==> config.mk <==
export PLATFORM = sky130hd
export DESIGN_NAME = tapsr_top
export DESIGN_NICKNAME = d
export VERILOG_FILES = /design/src/rtl/tapsr_pkg.sv /design/src/rtl/tapsr_chain.sv /design/src/rtl/tapsr_mux.sv /design/src/rtl/tapsr_top.sv
export SDC_FILE = /design/constraint.sdc
export NUM_CORES = 1
export LEC_CHECK = 0
export ABC_CLOCK_PERIOD_IN_PS = 3400
export BUFFER_PORTS_ARGS = -buffer_cell sky130_fd_sc_hd__clkbuf_2
export CAP_MARGIN = 20
export CORE_AREA = 2 2 39 41
export DETAILED_ROUTE_END_ITERATION = 8
export DIE_AREA = 0 0 41 43
export HOLD_SLACK_MARGIN = 0.05
export PLACE_DENSITY_LB_ADDON = 0.1
export SLEW_MARGIN = 15
export SYNTH_ARGS = -nofsm -noshare
export SYNTH_HDL_FRONTEND = slang
export SYNTH_SLANG_ARGS = --single-unit
==> constraint.sdc <==
create_clock -name clk -period 3.4 [get_ports clk]
set_clock_uncertainty 0.05 [all_clocks]
set_input_delay 0.34 -clock clk [delete_from_list [all_inputs] [get_ports clk]]
set_output_delay 0.34 -clock clk [all_outputs]
set_load 0.1 [all_outputs]
==> src/rtl/tapsr_pkg.sv <==
package tapsr_pkg;

    // Number of stages in the chain; the tap address width follows from it.
    localparam int TAPSR_DEPTH = 16;

    // One shift request as seen on a clock edge.
    typedef struct packed {
        logic advance;   // shift on this edge
        logic bit_in;    // bit that enters stage 0
    } shift_cmd_t;

    // Next chain value for a given request.
    function automatic logic [TAPSR_DEPTH-1:0] next_chain(
        input logic [TAPSR_DEPTH-1:0] cur,
        input shift_cmd_t             cmd
    );
        if (cmd.advance) begin
            return {cur[TAPSR_DEPTH-2:0], cmd.bit_in};
        end
        return cur;
    endfunction

endpackage

==> src/rtl/tapsr_chain.sv <==
module tapsr_chain
    import tapsr_pkg::*;
#(
    parameter int                     DEPTH    = TAPSR_DEPTH,
    parameter logic [DEPTH-1:0]       INIT_VAL = '0
) (
    input  logic             clk,
    input  shift_cmd_t       cmd,
    output logic [DEPTH-1:0] stages
);

    // No reset: the chain starts from the parameter value.
    logic [DEPTH-1:0] chain_r = INIT_VAL;

    always_ff @(posedge clk) begin
        chain_r <= next_chain(chain_r, cmd);
    end

    assign stages = chain_r;

endmodule

==> src/rtl/tapsr_mux.sv <==
module tapsr_mux #(
    parameter int DEPTH  = 16,
    parameter int ADDR_W = $clog2(DEPTH)
) (
    input  logic [DEPTH-1:0]  stages,
    input  logic [ADDR_W-1:0] sel,
    output logic              tap
);

    // One-hot decode of the address, gated with each stage, then OR-reduced.
    logic [DEPTH-1:0] hit;

    for (genvar i = 0; i < DEPTH; i++) begin : g_tap
        assign hit[i] = stages[i] & (sel == ADDR_W'(i));
    end

    assign tap = |hit;

endmodule

==> src/rtl/tapsr_top.sv <==
module tapsr_top
    import tapsr_pkg::*;
#(
    parameter int               DEPTH    = TAPSR_DEPTH,
    parameter logic [DEPTH-1:0] INIT_VAL = '0,
    localparam int              ADDR_W   = $clog2(DEPTH)
) (
    input  logic              clk,
    input  logic              shift_en,
    input  logic              ser_in,
    input  logic [ADDR_W-1:0] tap_sel,
    output logic              tap_out
);

    shift_cmd_t       cmd;
    logic [DEPTH-1:0] chain_q;

    assign cmd.advance = shift_en;
    assign cmd.bit_in  = ser_in;

    tapsr_chain #(
        .DEPTH    (DEPTH),
        .INIT_VAL (INIT_VAL)
    ) chain_i (
        .clk    (clk),
        .cmd    (cmd),
        .stages (chain_q)
    );

    tapsr_mux #(
        .DEPTH  (DEPTH),
        .ADDR_W (ADDR_W)
    ) mux_i (
        .stages (chain_q),
        .sel    (tap_sel),
        .tap    (tap_out)
    );

endmodule

==> results by group <==
Timing
  • Fmax: 456 MHz
  • Final setup vio count: 0
  • Tcrit/Tclk final: 0.646
  • Final hold vios: 0
  • Slew at the pin closest to its max-slew limit: 541 ps
  • Slew margin rel.: 0.641
  • Final min period: 2190 ps
  • Post-route setup TNS: 0 ps
  • Fin. max-slew vios: 0
  • RSZ-0062 raised after global routing: false

Run status
  • Status: finished, final reports clean

Cells and area
  • Layout area overhead: 12.6%
  • Share of layout cells above drive strength 1: 0.303
  • Diode count: 0
  • Number of flip-flops in the largest register: 16
  • Final net count: 42
  • Fin area: 693 sq um

Synth
  • Netlist Area Pre-Place: ~620 sq um
  • Yosys top cell area share: 0.780
  • Ys async rst share: 0
  • Synth top area cells: edfxtp_1 (78%), mux4_1 (17%), mux2i_1 (4.9%)
  • Sequential cell area fraction in the yosys report: 0.780
  • Synth cell count leaders: edfxtp_1 (16), mux4_1 (4), mux2i_1 (3)
  • Syn_area_per_cell: approximately 27 sq um
  • Warnings from Yosys: 0
  • Post-synthesis cell type count: 3
  • Syn Inst Count: 23
  • Post-synth EDFFs: 16
  • Synth area leader: edfxtp_1
  • Mapped Nets: 30
  • Flop and latch count out of synthesis: 16
  • Count leader, synth: edfxtp_1
  • Main synth FF type: edfxtp_1

Worst setup path
  • CP Capture Type: output port
  • R2R Path Start: chain_i.stages[4]$_DFFE_PP_
  • Worst Setup Start Kind: register
  • Crit Path Category: reg -> out
  • Required @ worst endpoint: 3010 ps
  • Arrival time worst endpoint: 1800 ps
  • Worst Setup SP: chain_i.stages[9]$_DFFE_PP_
  • Maximum fanout along the worst path: 2

Die
  • Core area: 0.00138 sq mm
  • Ports: 8
  • Initial Utilization: 0.445
  • Die W: a little over 40 um
  • Die area: 0.00176 sq mm
  • Site Rows: 14
  • Die height: about 43 um

Power and ir drop
  • Clock share of power: 0.249
  • LEAKAGE: 0.259 nW
  • Logic pwr share: 0.101
  • Switching Power: 0.0777 mW
  • Sequential share of power: 0.650
  • Maximum VDD drop: around 0.00027 V
  • PD cells: 522 mW/mm^2
  • Sw frac: 0.215
  • Power Internal: roughly 0.28 mW

CTS
  • CTS root buffer: clkbuf_4
  • TritonCTS Buffers: 3
  • Postcts setup bufs: 0
  • Max clock buf depth: 2
  • TritonCTS clock tree: done
  • Clock Sinks: 16
  • CTS Hold Buffers Added: 0
  • Clk pin slew, worst setup/hold paths: ~80 ps
  • Htree depth: 1
  • Post-CTS resize count: 0
  • Clk_lat worst skew: 270 ps

Min path
  • Min-delay worst type: in -> reg
  • Worst hold path startpoint: ser_in

GRT
  • Initial antenna violation count: 0
  • GRT Overall Usage: 0.112
  • Remaining global-route overflow: 0
  • Vias in the first global route: 267
  • Largest net degree at the start of global routing: 17
  • First-pass GRT wire length: 1.19 mm

Detailed routing
  • Router iterations before antenna repair: 4
  • Routed WL: 800 um
  • Via count: 275
  • DRC Markers: 0
  • Via density: 5.61
  • WL per Instance: 16.3 um
  • 1st-iter DRT viols: 6
  • Antenna viol nets, final: 0

Place
  • GPL Wtd Cong: about 0.6
  • Placement Cell Area: 671 sq um
  • Post-DP HPWL: between 500 and 600 um
  • PortBufs: 7

Job
  • Max_cap viols: 0
==> layout by cell type (no fill, tap or decap) <==
cell and instances:
clkbuf_4 3, edfxtp_1 16, mux2i_1 3, mux4_1 4, clkbuf_2 7
==> worst paths after layout <==
| path | to | cells after the start | slack (ps) |
|---|---|---|---|
| setup / recovery | tap_out | 4 | 1210 |
| hold reg to reg | chain_i.stages[1]$_DFFE_PP_ | 0 | 400 |
| setup reg to reg | chain_i.stages[5]$_DFFE_PP_ | 0 | 2680 |
| hold / removal | chain_i.stages[0]$_DFFE_PP_ | 1 | 190 |
==> cells by family (layout without fill, tap and decap cells) <==
| logic type | Yosys count | count (layout) | share of synthesized area |
|---|---|---|---|
| flip-flops | 16 | 16 | 0.780 |
| multiplexers | 7 | 7 | 0.220 |
| buffers and inverters | 0 | 10 | 0 |
==> worst max-delay path: stages (launching register included) <==
cell and delay, ps:
edfxtp_1 390, mux4_1 540, mux2i_1 140, mux2i_1 90, clkbuf_2 370
==> cell type report <==
cell class,instances,area [sq um]
multi-input cells,7,135
well taps,16,20.0
clock buffers,3,22.5
flip-flops and latches,16,480
fillers,113,691
repair buffers,7,35.0
==> per-stage QoR <==
| stage | utilization | worst slack (ps) | hold WS (ps) | power (mW) | cells |
|---|---|---|---|---|---|
| finish | 0.501 | 1210 | 192 | 0.362 | 49 |
| CTS | 0.501 | 1190 | 184 | 0.366 | 49 |
| global route | 0.501 | 1130 | 188 | 0.376 | 49 |
| floorplan | - | 750 | 367 | 0.263 | 23 |
| global placement | 0.485 | 1350 | 374 | 0.275 | 46 |
| detailed placement | 0.485 | 1320 | 382 | 0.277 | 46 |
==> power groups by stage <==
| stage | clock, mW | combinational [mW] | sequential [mW] |
|---|---|---|---|
| global route | 0.101 | 0.0385 | 0.237 |
| global placement | 0 | 0.0363 | 0.239 |
| detailed placement | 0 | 0.0373 | 0.239 |
| floorplan | 0 | 0.0255 | 0.237 |
| finish | 0.0902 | 0.0366 | 0.235 |
| CTS | 0.0937 | 0.0371 | 0.235 |
==> metal layers <==
layer  GRT usage  part of all wire  routed length (um)
met1       0.174              0.44                 355
met4      0.0800                 0                   0
met5           0                 0                   0
met2       0.131              0.49                 388
met3      0.0314             0.070                  56
Note: power is estimated with default switching activity, not from simulation.
